<file path="config.mk">
export PLATFORM = sky130hd
export DESIGN_NAME = lps_sequencer
export DESIGN_NICKNAME = d
export VERILOG_FILES = /design/src/rtl/lps_pkg.sv /design/src/rtl/lps_decode.sv /design/src/rtl/lps_regs.sv /design/src/rtl/lps_engine.sv /design/src/rtl/lps_sequencer.sv
export SDC_FILE = /design/constraint.sdc
export NUM_CORES = 1
export LEC_CHECK = 0
export ABC_CLOCK_PERIOD_IN_PS = 5800
export BUFFER_PORTS_ARGS = -buffer_cell sky130_fd_sc_hd__buf_2
export CAP_MARGIN = 25
export CORE_ASPECT_RATIO = 0.6
export CORE_MARGIN = 4
export CORE_UTILIZATION = 40
export CTS_CLUSTER_DIAMETER = 60
export CTS_CLUSTER_SIZE = 8
export DETAILED_ROUTE_END_ITERATION = 8
export PLACE_DENSITY = 0.56
export SETUP_SLACK_MARGIN = 0.15
export SYNTH_ARGS = -nofsm -noshare
export SYNTH_HDL_FRONTEND = slang
export SYNTH_HIERARCHICAL = 1
export SYNTH_SLANG_ARGS = --single-unit
</file>
<file path="constraint.sdc">
create_clock -name clk -period 5.8 [get_ports clk]
set_input_delay 1.74 -clock clk [delete_from_list [all_inputs] [get_ports clk]]
set_output_delay 1.74 -clock clk [all_outputs]
set_load 0.02 [all_outputs]
</file>
<file path="src/rtl/lps_pkg.sv">
package lps_pkg;

    typedef enum logic [1:0] {
        ST_IDLE,
        ST_RUN,
        ST_WAIT,
        ST_DELAY
    } lps_state_e;

    typedef enum logic [1:0] {
        CMD_DRIVE,
        CMD_DELAY,
        CMD_WAIT,
        CMD_END
    } lps_cmd_e;

    localparam logic [3:0] OP_END   = 4'hF;
    localparam logic [3:0] OP_WAIT  = 4'hE;
    localparam logic [3:0] OP_DELAY = 4'hD;

    localparam int CTRL_EN_BIT  = 0;
    localparam int CTRL_IDX_LSB = 4;
    localparam int CTRL_IDX_W   = 7;
    localparam int STAT_IDX_LSB = 4;

    localparam logic [11:0] ADDR_CFG  = 12'h008;
    localparam logic [11:0] ADDR_STAT = 12'h00C;
    localparam logic [11:0] ADDR_CTRL = 12'h030;
    localparam logic [11:0] ADDR_DLY  = 12'h034;
    localparam logic [11:0] ADDR_SEQ  = 12'h080;

endpackage

</file>
<file path="src/rtl/lps_decode.sv">
module lps_decode
    import lps_pkg::*;
(
    input  logic [3:0] nib,
    output lps_cmd_e   kind
);

    always_comb begin
        unique case (nib)
            OP_END:   kind = CMD_END;
            OP_WAIT:  kind = CMD_WAIT;
            OP_DELAY: kind = CMD_DELAY;
            default:  kind = CMD_DRIVE;
        endcase
    end

endmodule

</file>
<file path="src/rtl/lps_regs.sv">
module lps_regs
    import lps_pkg::*;
#(
    parameter int DEPTH = 32,
    parameter int DLY_W = 16,
    localparam int IDX_W = $clog2(DEPTH),
    localparam int WORDS = DEPTH / 4,
    localparam int WIW   = $clog2(WORDS)
) (
    input  logic                  clk,
    input  logic                  rst_n,
    input  logic                  bus_wr,
    input  logic [11:0]           bus_addr,
    input  logic [31:0]           bus_wdata,
    output logic [31:0]           bus_rdata,
    input  logic                  busy,
    input  logic                  waiting,
    input  logic                  err,
    input  logic [IDX_W-1:0]      cur_idx,
    output logic                  ctl_en,
    output logic [CTRL_IDX_W-1:0] ctl_start,
    output logic [DLY_W-1:0]      dly_val,
    output logic [3:0]            cmd_nib
);

    logic [31:0] seq_word [WORDS];
    logic [31:0] cfg_q;
    logic [31:0] cur_word;

    genvar w;
    generate
        for (w = 0; w < WORDS; w++) begin : g_word
            always_ff @(posedge clk or negedge rst_n) begin
                if (!rst_n)
                    seq_word[w] <= '0;
                else if (bus_wr && !busy && bus_addr == ADDR_SEQ + 12'(4 * w))
                    seq_word[w] <= bus_wdata;
            end
        end
    endgenerate

    always_ff @(posedge clk or negedge rst_n) begin
        if (!rst_n) begin
            ctl_en    <= 1'b0;
            ctl_start <= '0;
            cfg_q     <= '0;
            dly_val   <= '0;
        end else if (bus_wr) begin
            if (bus_addr == ADDR_CTRL && !busy) begin
                ctl_en    <= bus_wdata[CTRL_EN_BIT];
                ctl_start <= bus_wdata[CTRL_IDX_LSB +: CTRL_IDX_W];
            end
            if (bus_addr == ADDR_CFG)
                cfg_q <= bus_wdata;
            if (bus_addr == ADDR_DLY)
                dly_val <= bus_wdata[DLY_W-1:0];
        end
    end

    // command fetch: little-endian byte select inside the word
    assign cur_word = seq_word[cur_idx[IDX_W-1:2]];
    assign cmd_nib  = cur_word[{cur_idx[1:0], 3'b000} +: 4];

    always_comb begin
        bus_rdata = '0;
        if (bus_addr == ADDR_CFG)
            bus_rdata = cfg_q;
        else if (bus_addr == ADDR_STAT) begin
            bus_rdata[0] = busy;
            bus_rdata[1] = waiting;
            bus_rdata[2] = err;
            bus_rdata[STAT_IDX_LSB +: IDX_W] = cur_idx;
        end else if (bus_addr == ADDR_CTRL) begin
            bus_rdata[CTRL_EN_BIT] = ctl_en;
            bus_rdata[CTRL_IDX_LSB +: CTRL_IDX_W] = ctl_start;
        end else if (bus_addr == ADDR_DLY)
            bus_rdata[DLY_W-1:0] = dly_val;
        else begin
            for (int i = 0; i < WORDS; i++)
                if (bus_addr == ADDR_SEQ + 12'(4 * i))
                    bus_rdata = seq_word[i];
        end
    end

    logic unused_wiw;
    assign unused_wiw = ^WIW;

endmodule

</file>
<file path="src/rtl/lps_engine.sv">
module lps_engine
    import lps_pkg::*;
#(
    parameter int DEPTH = 32,
    parameter int DLY_W = 16,
    localparam int IDX_W = $clog2(DEPTH),
    localparam int IDXP  = IDX_W + 1
) (
    input  logic                  clk,
    input  logic                  rst_n,
    input  logic                  wfi,
    input  logic                  wake,
    input  logic                  enable,
    input  logic [CTRL_IDX_W-1:0] start_idx,
    input  logic [DLY_W-1:0]      dly_val,
    input  lps_cmd_e              kind,
    input  logic [2:0]            drive_bits,
    output lps_state_e            state,
    output logic [IDX_W:0]        idx,
    output logic [2:0]            pwr,
    output logic                  release_o,
    output logic                  err,
    output logic                  wake_pend
);

    lps_state_e     nxt;
    logic [DLY_W-1:0] dly_cnt;
    logic           overrun;
    logic           launch;

    assign overrun = (idx >= IDXP'(DEPTH));
    assign launch  = wfi && enable;

    // state register
    always_ff @(posedge clk or negedge rst_n) begin
        if (!rst_n)
            state <= ST_IDLE;
        else
            state <= nxt;
    end

    // next-state: LAUNCH, STEP, PARK, STALL, FINISH, ABORT, RESUME, EXPIRE
    always_comb begin
        nxt = state;
        unique case (state)
            ST_IDLE:  if (launch) nxt = ST_RUN;
            ST_RUN: begin
                if (overrun)
                    nxt = ST_IDLE;
                else begin
                    unique case (kind)
                        CMD_END:   nxt = ST_IDLE;
                        CMD_WAIT:  nxt = ST_WAIT;
                        CMD_DELAY: nxt = ST_DELAY;
                        CMD_DRIVE: nxt = ST_RUN;
                    endcase
                end
            end
            ST_WAIT:  if (wake_pend || wake) nxt = ST_RUN;
            ST_DELAY: if (dly_cnt <= DLY_W'(1)) nxt = ST_RUN;
        endcase
    end

    // datapath and outputs
    always_ff @(posedge clk or negedge rst_n) begin
        if (!rst_n) begin
            idx       <= '0;
            pwr       <= '0;
            release_o <= 1'b0;
            err       <= 1'b0;
            wake_pend <= 1'b0;
            dly_cnt   <= '0;
        end else begin
            release_o <= 1'b0;
            unique case (state)
                ST_IDLE: begin
                    if (launch) begin
                        if (int'(start_idx) >= DEPTH)
                            idx <= IDXP'(DEPTH);
                        else
                            idx <= IDXP'(start_idx);
                        err       <= 1'b0;
                        wake_pend <= 1'b0;
                    end
                end
                ST_RUN: begin
                    if (wake) wake_pend <= 1'b1;
                    if (overrun) begin
                        pwr       <= '0;
                        err       <= 1'b1;
                        wake_pend <= 1'b0;
                    end else begin
                        unique case (kind)
                            CMD_END: begin
                                pwr       <= '0;
                                release_o <= 1'b1;
                                wake_pend <= 1'b0;
                            end
                            CMD_WAIT: idx <= idx + 1'b1;
                            CMD_DELAY: begin
                                idx     <= idx + 1'b1;
                                dly_cnt <= dly_val;
                            end
                            CMD_DRIVE: begin
                                pwr <= drive_bits;
                                idx <= idx + 1'b1;
                            end
                        endcase
                    end
                end
                ST_WAIT: begin
                    if (wake_pend || wake) wake_pend <= 1'b0;
                end
                ST_DELAY: begin
                    if (wake) wake_pend <= 1'b1;
                    if (dly_cnt != '0) dly_cnt <= dly_cnt - 1'b1;
                end
            endcase
        end
    end

endmodule

</file>
<file path="src/rtl/lps_sequencer.sv">
module lps_sequencer
    import lps_pkg::*;
#(
    parameter int DEPTH = 32,
    parameter int DLY_W = 16
) (
    input  logic        clk,
    input  logic        rst_n,
    input  logic        bus_wr,
    input  logic [11:0] bus_addr,
    input  logic [31:0] bus_wdata,
    output logic [31:0] bus_rdata,
    input  logic        wfi_pulse,
    input  logic        wake_irq,
    output logic        clock_gate,
    output logic        retention,
    output logic        collapse,
    output logic        core_release
);

    localparam int IDX_W = $clog2(DEPTH);

    lps_state_e            st;
    logic [IDX_W:0]        run_idx;
    logic [2:0]            pwr;
    logic                  err_flag;
    logic                  wake_pend;
    logic                  ctl_en;
    logic [CTRL_IDX_W-1:0] ctl_start;
    logic [DLY_W-1:0]      dly_val;
    logic [3:0]            cmd_nib;
    lps_cmd_e              kind;
    logic                  busy;

    assign busy = (st != ST_IDLE);

    lps_regs #(.DEPTH(DEPTH), .DLY_W(DLY_W)) u_regs (
        .clk       (clk),
        .rst_n     (rst_n),
        .bus_wr    (bus_wr),
        .bus_addr  (bus_addr),
        .bus_wdata (bus_wdata),
        .bus_rdata (bus_rdata),
        .busy      (busy),
        .waiting   (st == ST_WAIT),
        .err       (err_flag),
        .cur_idx   (run_idx[IDX_W-1:0]),
        .ctl_en    (ctl_en),
        .ctl_start (ctl_start),
        .dly_val   (dly_val),
        .cmd_nib   (cmd_nib)
    );

    lps_decode u_dec (
        .nib  (cmd_nib),
        .kind (kind)
    );

    lps_engine #(.DEPTH(DEPTH), .DLY_W(DLY_W)) u_eng (
        .clk        (clk),
        .rst_n      (rst_n),
        .wfi        (wfi_pulse),
        .wake       (wake_irq),
        .enable     (ctl_en),
        .start_idx  (ctl_start),
        .dly_val    (dly_val),
        .kind       (kind),
        .drive_bits (cmd_nib[2:0]),
        .state      (st),
        .idx        (run_idx),
        .pwr        (pwr),
        .release_o  (core_release),
        .err        (err_flag),
        .wake_pend  (wake_pend)
    );

    assign clock_gate = pwr[0];
    assign retention  = pwr[1];
    assign collapse   = pwr[2];

endmodule

</file>
## After elaboration in Yosys (flattened, before gate mapping)

Cells that the tools add are included.

| word-level totals | value |
|---|---|
| bits in registers | 342 |
| input port bits | 49 |
| word-level logic and storage cells | 137 |

| cells by class | value |
|---|---|
| reductions and logical operators | 30 |
| bitwise operators | 1 |
| shift-type cells | 1 |
| $add $sub $neg | 2 |
| order comparisons | 4 |
| multiplexer cells | 51 |
| eq/ne operators | 29 |

Operator list:

| operator | count |
|---|---|
| $mux W32 | 11 |
| $bmux W32 S3 | 1 |
| $eq A12 B8 Y1 const B | 8 |
| $mux W16 | 5 |
| $pmux W16 S2 | 1 |
| $shiftx A32 B6 Y4 | 1 |
| $eq A12 B4 Y1 const B | 2 |
| $eq A12 B6 Y1 const B | 2 |
| $mux W6 | 4 |
| $mux W23 | 1 |
| $mux W21 | 1 |
| $le A16 B1 Y1 const B | 1 |
| $pmux W2 S4 | 2 |
| $reduce_bool A16 Y1 | 1 |
| $sub A16 B1 Y16 const B | 1 |
| $eq A4 B4 Y1 const B | 3 |
| $ne A2 B1 Y1 const B | 6 |
| $pmux W6 S2 | 1 |
| $logic_and A1 B1 Y1 | 11 |
| $mux W1 | 11 |
| $reduce_and A2 Y1 | 5 |
| $mux W3 | 3 |
| $eq A2 B2 Y1 const B | 4 |
| $mux W2 | 4 |
| 21 further kinds | 28 |

## Longest topological paths before layout

Gate-level depths: netlist of the first run.

| logic depth | value |
|---|---|
| word-level depth | 13 |
| depth in mapped cells | 14 |
| depth with buffers taken out | 11 |

## Hierarchy

The synthesis of the first run kept the hierarchy.

By module, submodules not included:

| module | area an instance (um2) | instances | sequential area each (um2) | cells each |
|---|---|---|---|---|
| lps_regs | 16116.7 | 1 | 7807.5 | 1332 |
| lps_engine | 2040.7 | 1 | 750.7 | 229 |
| lps_decode | 12.5 | 1 | 0.0 | 2 |
| lps_sequencer | 12.5 | 1 | 0.0 | 2 |

## Worst setup path after synthesis of the first run

No wires, ideal clock.

| timing | value |
|---|---|
| path kind | input -> output |
| from | input port bus_addr[11] |
| to | output port bus_rdata[4] |
| slack | 251 ps |
| arrival | 3809 ps |
| cell stages on the path | 7 |
| cell sequence | or4_1 > or2_1 > buf_6 > clkbuf_1 > a311oi_1 > o221ai_1 > a222oi_1 |

| between the ends | value |
|---|---|
| longest elaborated chain between the ends | 13 |
| elaborated cells between the ends (all ways) | 24 |
| those cells by class | 12 x eq/ne; 12 x mux |

RTL lines:

| element | line | source |
|---|---|---|
| start: declaration | lps_sequencer.sv:10 | `input logic [11:0] bus_addr,` |
| $eq A12 B8 Y1 | lps_regs.sv:80 | `if (bus_addr == ADDR_SEQ + 12'(4 * i))` |
| $mux W32 (8 in a row) | lps_regs.sv:80 |  |
| $mux W16 | lps_regs.sv:76 | `end else if (bus_addr == ADDR_DLY)` |
| $mux W7 | lps_regs.sv:73 | `end else if (bus_addr == ADDR_CTRL) begin` |
| $mux W5 | lps_regs.sv:68 | `else if (bus_addr == ADDR_STAT) begin` |
| $mux W32 * | lps_regs.sv:66 | `if (bus_addr == ADDR_CFG)` |
| end: declaration | lps_sequencer.sv:12 | `output logic [31:0] bus_rdata,` |

Every way passes the cells marked *; elsewhere a longest branch is shown, timed or not.

## Worst setup path in the final report of the first run

| timing | value |
|---|---|
| from | input port bus_addr[3] |
| to | output port bus_rdata[1] |

| between the ends | value |
|---|---|
| longest elaborated chain between the ends | 13 |
| elaborated cells between the ends (all ways) | 24 |
| those cells by class | 12 x eq/ne; 12 x mux |

RTL lines:

| element | line |
|---|---|
| $eq A12 B8 Y1 | lps_regs.sv:80 |
| $mux W32 (8 in a row) | lps_regs.sv:80 |
| $mux W16 | lps_regs.sv:76 |
| $mux W3 | lps_regs.sv:73 |
| $mux W3 | lps_regs.sv:68 |
| $mux W32 * | lps_regs.sv:66 |

Marks and branches as above.

==> reports/metrics.csv, run 1 <==
stage,metric,value,unit
pwr,ir_drop,205,µV
sta,slew_viol_final,0,
sta,final.setup.tns,0,ps
global_routing,antenna_found_initial,3,
finish,fin_nets,1733,
critical_path,worstSetupStartpointType,primary input,
clock_tree,cts_buffers,48,
synth,synth-seq-area-share,47.1,%
drt,drc,0,
synth,syn-mean-instance-area,11.6,µm²
floorplanning,start_util,40.5,%
finish,multi_input_area,9070,µm²
synth,synth_cells,1565,
finish,fin_cells,2268,
finish,drive_gt1_share,36.5,%
synth,synth_area,18200,µm²
synth,ys_ff_latch,342,
global_routing,grt_pass1_vias,14200,
critical_path,worst_setup_path_end_kind,output port,
sta,min_period,5670,ps
sta,timing_worst_slew_pin_value,898,ps
critical_path,path_class,primary input to output port,
drt,viasPerCell,6.29,
global_routing,grt_overflow,0,
floorplanning,die_h,173,µm
global_routing,grt_max_degree,105,
synth,synth_top_area_cell,dfrtp_1,
floorplanning,die-area,49000,µm²
clock_tree,clockRootBuffer,clkbuf_16,
finish,area_growth,17.1,%
sta,setup_viol_count_final,0,
sta,rsz0062_at_grt,true,
hold_path,hp-class,register to register,
synth,synth-edff-count,0,
synth,yosys_warnings,6,
global_routing,grt_pass1_wl,94.0,mm
clock_tree,cts_tree,done,
finish,fillerInstances,4106,
placement,placedCellCount,2208,
pwr,power.total,0.00628,W
floorplanning,rows,60,
pwr,p_leak,10.2,nW
placement,post-dp-hpwl,42.2,mm
drt,drt_iter0_drc,1649,
clock_tree,cts_buffer_depth,3,
critical_path,crit_arrival,3930,ps
global_routing,gr-usage-all-layers,24.9,%
synth,syn_nets,1623,
clock_tree,hold_buffers,0,
sta,post-route-period-util,97.7,%
sta,hold_viol_final,0,
drt,ant_nets,0,
clock_tree,clk_pin_slew,50,ps
clock_tree,h-tree-depth,2,
clock_tree,cts_sinks,342,
status,status,"finished, final reports clean",
synth,async_reset_ff_share,100,%
sta,fin_skew,28.0,ps
floorplanning,core_region_area,44900,µm²
synth,synth.top_cell.area_share,47.1,%
job,cap_violations,0,
placement,pre_cts_ws,-84.7,ps
sta,fmax,0.176,GHz
critical_path,crit_required,4060,ps
drt,routed_wl,62.6,mm
sta,hold_slack,482,ps
placement,portBuffers,84,
floorplanning,io_pins,85,
floorplanning,die_w,283,µm
critical_path,worstPathMaxFanout,19,
synth,synth_area_leaders,"dfrtp_1 (47%), mux2_2 (15%), mux4_2 (4.7%)",
synth,ys.flop_type,dfrtp_1,
clock_tree,clk_latency,570,ps
sta,relSlewSlack,40.1,%
drt,vias,14300,
synth,synth.distinct_cells,82,
sta,setup_ws,133,ps
finish,seqCellArea,8560,µm²
drt,wl_per_cell,27.6,µm
pwr,p_per_area,295,nW/µm²
drt,firstDrtPassIters,5,
placement,globalplace.congestion,0.926,
## logic make-up (layout without fill, tap and decap cells)
kind of cell / count (synthesis) / count (layout) / synth area share, %
AOI/OAI and AO/OA: 318 / 318 / 11.9
xor gates and xnor gates: 4 / 4 / 0.193
adders and majority gates: 9 / 9 / 0.619
buffers and inverters: 158 / 271 / 3.94
DFF: 342 / 342 / 47.1
muxes: 383 / 383 / 26.4
other: 0 / 1 / 0
and+or+nand+nor: 351 / 351 / 9.83
## worst max-delay path: stages
cell	delay [ps]
buf_4	230
buf_6	230
nor4b_1	290
o32ai_1	130
a221oi_1	270
buf_4	170
nor2_1	50
a222oi_1	400
o22ai_1	200
buf_4	190
## worst paths after layout
check,cells past startpoint,endpoint,slack (ps),from
max in group asynchronous,2,u_regs/ctl_start[4],3410,rst_n
min in group asynchronous,1,u_regs/seq_word[38],1250,rst_n
min,1,u_regs/seq_word[231],480,u_regs/seq_word[231]
min reg2reg,1,u_regs/seq_word[231],480,u_regs/seq_word[231]
max,10,bus_rdata[1],130,bus_addr[3]
max reg2reg,10,u_eng/idx[2],1600,u_eng/idx[2]
## metal layers
metal  GRT usage (%)  vias up  part of all wire, %
met2            34.9      736                   42
met1            38.7     7379                   47
met4            5.71        2                  1.8
met3            5.88       92                  9.6
li1                -     6056                    -
met5            1.44        -                 0.16
## layout make-up
| cell class | instances | area share, % |
|---|---|---|
| Timing Repair Buffer | 190 | 7.34 |
| Tap cell | 589 | 3.46 |
| Clock inverter | 2 | 0.0822 |
| Antenna cell | 1 | 0.0117 |
| Sequential cell | 342 | 40.2 |
| Multi-Input combinational cell | 1065 | 42.6 |
| Inverter | 28 | 0.493 |
| Clock buffer | 51 | 5.84 |
## cell usage in the layout (no fill, tap or decap), drive strengths merged, types with 6 or more instances in the layout
| cell type | synthesis | final |
|---|---|---|
| clkbuf | 74 | 53 |
| nand3b | 6 | 6 |
| o311ai | 6 | 6 |
| a211oi | 7 | 7 |
| buf | 56 | 187 |
| o21ai | 92 | 92 |
| nand4 | 9 | 9 |
| mux2 | 307 | 307 |
| a32oi | 13 | 13 |
| nand3 | 33 | 33 |
| nand2 | 130 | 130 |
| a21oi | 59 | 59 |
| a22oi | 20 | 20 |
| dfrtp | 342 | 342 |
| a32o | 13 | 13 |
| nor2b | 9 | 9 |
| a221oi | 29 | 29 |
| a222oi | 7 | 7 |
| nor4b | 11 | 11 |
| o31ai | 6 | 6 |
| o221ai | 16 | 16 |
| inv | 28 | 30 |
| o22ai | 11 | 11 |
| mux2i | 38 | 38 |
| and3 | 16 | 16 |
| nor3 | 23 | 23 |
| o32ai | 9 | 9 |
| a31oi | 6 | 6 |
| mux4 | 38 | 38 |
| ha | 9 | 9 |
| nor2 | 82 | 82 |
## synthesized netlist by cell type (16+ instances only)
library cell	n
inv_1	28
nand2_1	128
o221ai_1	16
mux2i_1	38
nand3_1	32
clkbuf_1	66
buf_2	33
dfrtp_1	342
mux2_4	30
a21oi_1	58
a221oi_1	29
nor3_1	18
and3_1	16
o21ai_0	90
nor2_1	80
mux2_1	32
a22oi_1	20
mux4_2	38
mux2_2	245
## timing repair
| action | 4_1_cts | 5_1_grt |
|---|---|---|
| gates cloned | 1 | 1 |
| resized for setup | 22 | 32 |
| setup buffers | 2 | 2 |
| setup endpoints to repair | 32 | 18 |
| pin swaps | 5 | 10 |
## power by group
part | total (W) | switching (W) | internal (W)
sequential | 0.00259 | 0.000144 | 0.00245
clock | 0.00250 | 0.00101 | 0.00149
combinational | 0.00119 | 0.000742 | 0.000452
## per-stage QoR
step                util, %  instance area (µm²)
detailed placement     44.0                19700
global route           47.4                21300
finish                 47.4                21300
CTS                    47.1                21100
floorplan                 -                18200
global placement       43.9                19700
## registers in the layout, summed over array words and instances (netlist names)
name,cells
u_regs/ctl_start,7
u_eng/idx,6
u_regs/cfg_q,32
u_eng/dly_cnt,16
u_regs/seq_word,256
u_eng/state,2
u_regs/ctl_en,1
u_eng/pwr,3
u_eng/err,1
u_eng/release_o,1
u_regs/dly_val,16
u_eng/wake_pend,1
No activity file was read; power rests on OpenSTA's default activity.
==> inputs of run 2 (changes only) <==
--- a/config.mk
+++ b/config.mk
@@ -5,7 +5,7 @@
 export SDC_FILE = /design/constraint.sdc
 export NUM_CORES = 1
 export LEC_CHECK = 0
-export ABC_CLOCK_PERIOD_IN_PS = 5800
+export ABC_CLOCK_PERIOD_IN_PS = 6980
 export BUFFER_PORTS_ARGS = -buffer_cell sky130_fd_sc_hd__buf_2
 export CAP_MARGIN = 25
 export CORE_ASPECT_RATIO = 0.6
@@ -15,8 +15,8 @@
 export CTS_CLUSTER_SIZE = 8
 export DETAILED_ROUTE_END_ITERATION = 8
 export PLACE_DENSITY = 0.56
-export SETUP_SLACK_MARGIN = 0.15
 export SYNTH_ARGS = -nofsm -noshare
 export SYNTH_HDL_FRONTEND = slang
 export SYNTH_HIERARCHICAL = 1
 export SYNTH_SLANG_ARGS = --single-unit
+export TNS_END_PERCENT = 50
==> constraint.sdc (replaced) <==
create_clock -name clk -period 6.98 [get_ports clk]
set_input_delay 2.094 -clock clk [delete_from_list [all_inputs] [get_ports clk]]
set_output_delay 2.094 -clock clk [all_outputs]
set_load 0.02 [all_outputs]
==> reports/metrics.csv, run 2 (synthesis gave the netlist of run 1 again) <==
stage,metric,value,unit
finish,drive_gt1_share,33.7,%
critical_path,worst-r2r-setup-slack,2630,ps
floorplanning,die-area,49000,µm²
placement,post-dp-hpwl,41.9,mm
global_routing,grt_pass1_vias,14200,
drt,drt_iter0_drc,1934,
pwr,p_leak,9.94,nW
critical_path,r2r_cells,11,
critical_path,worstSetupStartpointType,primary input,
global_routing,gr-usage-all-layers,25.0,%
drt,vias,14200,
critical_path,crit_arrival,4710,ps
hold_path,min_to,u_regs/seq_word[199],
drt,ant_nets,0,
pwr,p_per_area,252,nW/µm²
placement,globalplace.congestion,0.946,
hold_path,hp-class,register to register,
finish,largestRegisters,"u_regs/seq_word x256, u_regs/cfg_q x32",
clock_tree,cts_buffer_depth,3,
pwr,internal_power,0.00365,W
pwr,power.share.combinational,18.7,%
finish,area_growth,13.9,%
global_routing,grt_overflow,0,
clock_tree,cts_setup_buffers,0,
pwr,net-switching-power,0.00158,W
drt,viasPerCell,6.35,
job,cap_violations,0,
sta,fmax,0.147,GHz
sta,relSlewSlack,41.4,%
clock_tree,cts_sinks,342,
sta,timing_worst_slew_pin_value,878,ps
global_routing,grt_pass1_wl,93.8,mm
placement,portBuffers,84,
drt,routed_wl,62.6,mm
finish,mostFrequentLayoutCell,dfrtp_1,
finish,multi_input_area,8950,µm²
floorplanning,start_util,40.5,%
global_routing,grt_max_degree,138,
pwr,ir_drop,178,µV
sta,fin_skew,24.3,ps
clock_tree,clk_latency,570,ps
clock_tree,cts_tree,done,
critical_path,path_class,primary input to output port,
sta,post-route-period-util,97.5,%
clock_tree,h-tree-depth,2,
pwr,power.total,0.00523,W
pwr,seqPwrFrac,40.8,%
finish,fillerInstances,4093,
sta,slew_viol_final,0,
sta,setup_viol_count_final,0,
clock_tree,cts_buffers,48,
floorplanning,rows,60,
finish,regMostFlops,u_regs/seq_word,
pwr,clkPwrFrac,40.5,%
floorplanning,die_h,173,µm
finish,fin_nets,1699,
hold_path,min_path_cells,1,
sta,final.setup.tns,0,ps
hold_path,hold_start,u_regs/seq_word[199],
sta,hold_viol_final,0,
drt,wl_per_cell,28.0,µm
sta,rsz0062_at_grt,false,
floorplanning,core_region_area,44900,µm²
finish,fin_cells,2234,
finish,largest_reg_flops,256,
clock_tree,clockRootBuffer,clkbuf_16,
critical_path,rr_startpoint,u_eng/idx[2],
critical_path,crit_required,4890,ps
clock_tree,clk_pin_slew,40,ps
drt,drc,0,
pwr,switching_share,30.2,%
floorplanning,die_w,283,µm
floorplanning,io_pins,85,
clock_tree,cts_resized,0,
global_routing,antenna_found_initial,3,
drt,firstDrtPassIters,6,
critical_path,r2r-end,u_eng/idx[2],
clock_tree,hold_buffers,0,
placement,placedCellCount,2180,
finish,layout_common_cells,"dfrtp_1 (341), mux2_2 (245), nand2_1 (124), o21ai_0 (90), buf_2 (81)",
critical_path,worstPathMaxFanout,14,
sta,min_period,6810,ps
critical_path,worst_setup_path_end_kind,output port,
finish,seqCellArea,8560,µm²
status,status,"finished, final reports clean",
[run 2: worst max path at each step]
| stage | startpoint | slack [ps] | to |
|---|---|---|---|
| global route | bus_addr[11] | 160 | bus_rdata[11] |
| finish | bus_addr[11] | 170 | bus_rdata[11] |
| CTS | bus_addr[11] | 300 | bus_rdata[4] |
| detailed placement | bus_addr[11] | 300 | bus_rdata[4] |
| global placement | bus_addr[3] | 260 | bus_rdata[9] |
| floorplan | bus_addr[11] | 720 | bus_rdata[4] |
[run 2: critical path, cell delays in order]
cell and delay, ps:
buf_2 100, or4_1 640, or2_1 360, buf_4 250
nor2_1 430, buf_4 240, a221oi_1 80, o311ai_0 140
nand2_1 180, buf_2 200
[run 2: stage by stage]
stage / hold slack (ps) / util, % / setup WS, ps / area (µm²)
2_1_floorplan: 453 / - / 723 / 18200
3_3_place_gp: 463 / 43.1 / 262 / 19400
3_5_place_dp: 475 / 43.3 / 302 / 19400
4_1_cts: 486 / 46.1 / 301 / 20700
5_1_grt: 499 / 46.1 / 162 / 20700
6_report: 483 / 46.1 / 171 / 20700
[run 2: area by class of cell]
type / count / area share (%)
timing repair buffer: 156 / 5.17
inverter: 28 / 0.507
sequential: 342 / 41.3
antenna: 1 / 0.0121
multi-input combinational: 1065 / 43.2
clock buffer: 52 / 6.13
clock inverter: 1 / 0.0785
tap: 589 / 3.56
[run 2: routing by layer]
metal  global-route usage (%)  vias to the layer above  share of wire (%)
met5                        0                        -              0.040
met4                     6.78                        4                2.2
met3                     8.25                      113                 11
met2                     33.9                      761                 41
met1                     37.7                     7319                 46
li1                         -                     5992                  -
[run 2: power groups by stage]
stage | combinational [W] | clock (W) | sequential, W
after global placement | 0.000943 | 0 | 0.00216
after detailed placement | 0.000958 | 0 | 0.00217
final | 0.000978 | 0.00211 | 0.00213
after floorplan | 0.000671 | 0 | 0.00212
after global routing | 0.00105 | 0.00224 | 0.00214
after CTS | 0.000960 | 0.00215 | 0.00213
==> inputs of run 3 (changes only) <==
--- a/config.mk
+++ b/config.mk
@@ -8,13 +8,13 @@
 export ABC_CLOCK_PERIOD_IN_PS = 6980
 export BUFFER_PORTS_ARGS = -buffer_cell sky130_fd_sc_hd__buf_2
 export CAP_MARGIN = 25
-export CORE_ASPECT_RATIO = 0.6
 export CORE_MARGIN = 4
 export CORE_UTILIZATION = 40
 export CTS_CLUSTER_DIAMETER = 60
 export CTS_CLUSTER_SIZE = 8
 export DETAILED_ROUTE_END_ITERATION = 8
 export PLACE_DENSITY = 0.56
+export SLEW_MARGIN = 20
 export SYNTH_ARGS = -nofsm -noshare
 export SYNTH_HDL_FRONTEND = slang
 export SYNTH_HIERARCHICAL = 1
==> reports/metrics.csv, run 3 (synthesis gave the netlist of run 1 again) <==
stage,metric,value,unit
floorplanning,die-area,48900,µm²
pwr,seqPwrFrac,40.3,%
placement,place_area,19400,µm²
finish,largest_reg_flops,256,
drt,wl_per_cell,26.3,µm
critical_path,worstSetupStartpointType,primary input,
finish,multi_input_area,8960,µm²
finish,regMostFlops,u_regs/seq_word,
floorplanning,io_pins,85,
sta,hold_viol_final,0,
sta,fin_skew,31.5,ps
global_routing,grt_use_met3,4.06,%
clock_tree,h-tree-depth,2,
critical_path,path_class,primary input to output port,
sta,fmax,0.149,GHz
sta,slew_viol_final,0,
finish,drive_gt1_share,34.1,%
floorplanning,core_region_area,44600,µm²
clock_tree,cts_sinks,342,
drt,drt_iter0_drc,1516,
finish,fillerInstances,4051,
global_routing,top_usage_layer,met2,
sta,relSlewSlack,30.6,%
sta,timing_worst_slew_pin_value,1040,ps
finish,fin_cells,2248,
placement,portBuffers,84,
drt,ant_nets,0,
finish,num_antenna_cells,0,
finish,seqCellArea,8560,µm²
clock_tree,clockRootBuffer,clkbuf_16,
hold_path,hp-class,register to register,
placement,placedCellCount,2183,
sta,setup_viol_count_final,0,
floorplanning,die_h,221,µm
clock_tree,clk_pin_slew,50,ps
finish,largestRegisters,"u_regs/seq_word x256, u_regs/cfg_q x32",
drt,firstDrtPassIters,8,
clock_tree,clk_latency,600,ps
sta,final.setup.tns,0,ps
critical_path,crit_arrival,4640,ps
drt,routed_wl,59.0,mm
global_routing,grt_pass1_wl,89.9,mm
floorplanning,start_util,40.8,%
clock_tree,cts_buffer_depth,3,
pwr,net-switching-power,0.00159,W
global_routing,use_met2,38.7,%
global_routing,use_met1,31.9,%
finish,layout_common_cells,"dfrtp_1 (341), mux2_2 (245), nand2_1 (124), o21ai_0 (89), buf_2 (81)",
status,status,"finished, final reports clean",
floorplanning,rows,77,
clock_tree,cts_resized,0,
drt,viasPerCell,6.18,
critical_path,crit_required,4890,ps
global_routing,antenna_found_initial,4,
pwr,switching_share,29.7,%
drt,vias,13900,
job,cap_violations,0,
clock_tree,cts_buffers,51,
sta,post-route-period-util,96.4,%
pwr,power.share.combinational,17.4,%
clock_tree,hold_buffers,0,
global_routing,grt_max_degree,104,
sta,min_period,6730,ps
clock_tree,cts_tree,done,
sta,hold_slack,481,ps
global_routing,grt_pass1_vias,14100,
placement,post-dp-hpwl,39.0,mm
finish,fin_area,20900,µm²
pwr,clkPwrFrac,42.2,%
critical_path,worst_setup_path_end_kind,output port,
pwr,p_per_area,256,nW/µm²
sta,rsz0062_at_grt,false,
critical_path,worstPathMaxFanout,8,
placement,globalplace.congestion,0.896,
global_routing,grt_overflow,0,
pwr,ir_drop,216,µV
floorplanning,die_w,221,µm
pwr,internal_power,0.00376,W
global_routing,gr-usage-all-layers,23.5,%
clock_tree,cts_setup_buffers,0,
drt,drc,0,
finish,mostFrequentLayoutCell,dfrtp_1,
finish,area_growth,14.8,%
pwr,p_leak,10.0,nW
finish,fin_nets,1703,
-- run 3: critical path, cell delays in order --
cell and delay (ps):
buf_2 110, or4_1 590, or2_1 350, nor3_4 470, o21ai_0 190, a222oi_1 420
o22ai_1 220, buf_2 200
-- run 3: path summary, 6_finish.rpt --
check                           slack (ps)                 start  cells past startpoint                    to
worst max-delay path                   250          bus_addr[11]                      8          bus_rdata[2]
worst min-delay path                   480  u_regs/seq_word[229]                      1  u_regs/seq_word[229]
worst max register to register        2340          u_eng/idx[2]                     11      u_eng/dly_cnt[7]
worst min register to register         480  u_regs/seq_word[229]                      1  u_regs/seq_word[229]
max in group asynchronous             4090                 rst_n                      2   u_regs/seq_word[25]
min in group asynchronous             1510                 rst_n                      1          u_eng/idx[0]
-- run 3: area by class of cell --
type / count / area share [%]
Clock inverter: 6 / 0.372
Tap cell: 592 / 3.55
Inverter: 28 / 0.503
Clock buffer: 58 / 6.44
Sequential cell: 342 / 41.0
Multi-Input combinational cell: 1065 / 42.9
Timing Repair Buffer: 157 / 5.26
-- run 3: layer usage --
metal,part of all wire (%),up-vias,wire length (µm)
met2,48,599,28100
met3,6.7,133,3980
met5,0.044,-,26
met4,2.9,4,1730
li1,-,5990,-
met1,43,7168,25200
-- run 3: power by group through the flow --
stage	clock network, W	logic (W)	registers [W]
after floorplan	0	0.000671	0.00212
after detailed placement	0	0.000919	0.00219
final	0.00226	0.000933	0.00216
after CTS	0.00231	0.000921	0.00216
after global placement	0	0.000912	0.00219
after global routing	0.00240	0.00100	0.00217
-- run 3: metrics by stage --
stage | util, % | total power, W | setup WS, ps
6_report | 46.8 | 0.00535 | 249
5_1_grt | 46.8 | 0.00557 | 199
4_1_cts | 46.8 | 0.00539 | 291
3_5_place_dp | 43.6 | 0.00311 | 287
3_3_place_gp | 43.4 | 0.00310 | 253
2_1_floorplan | - | 0.00279 | 723
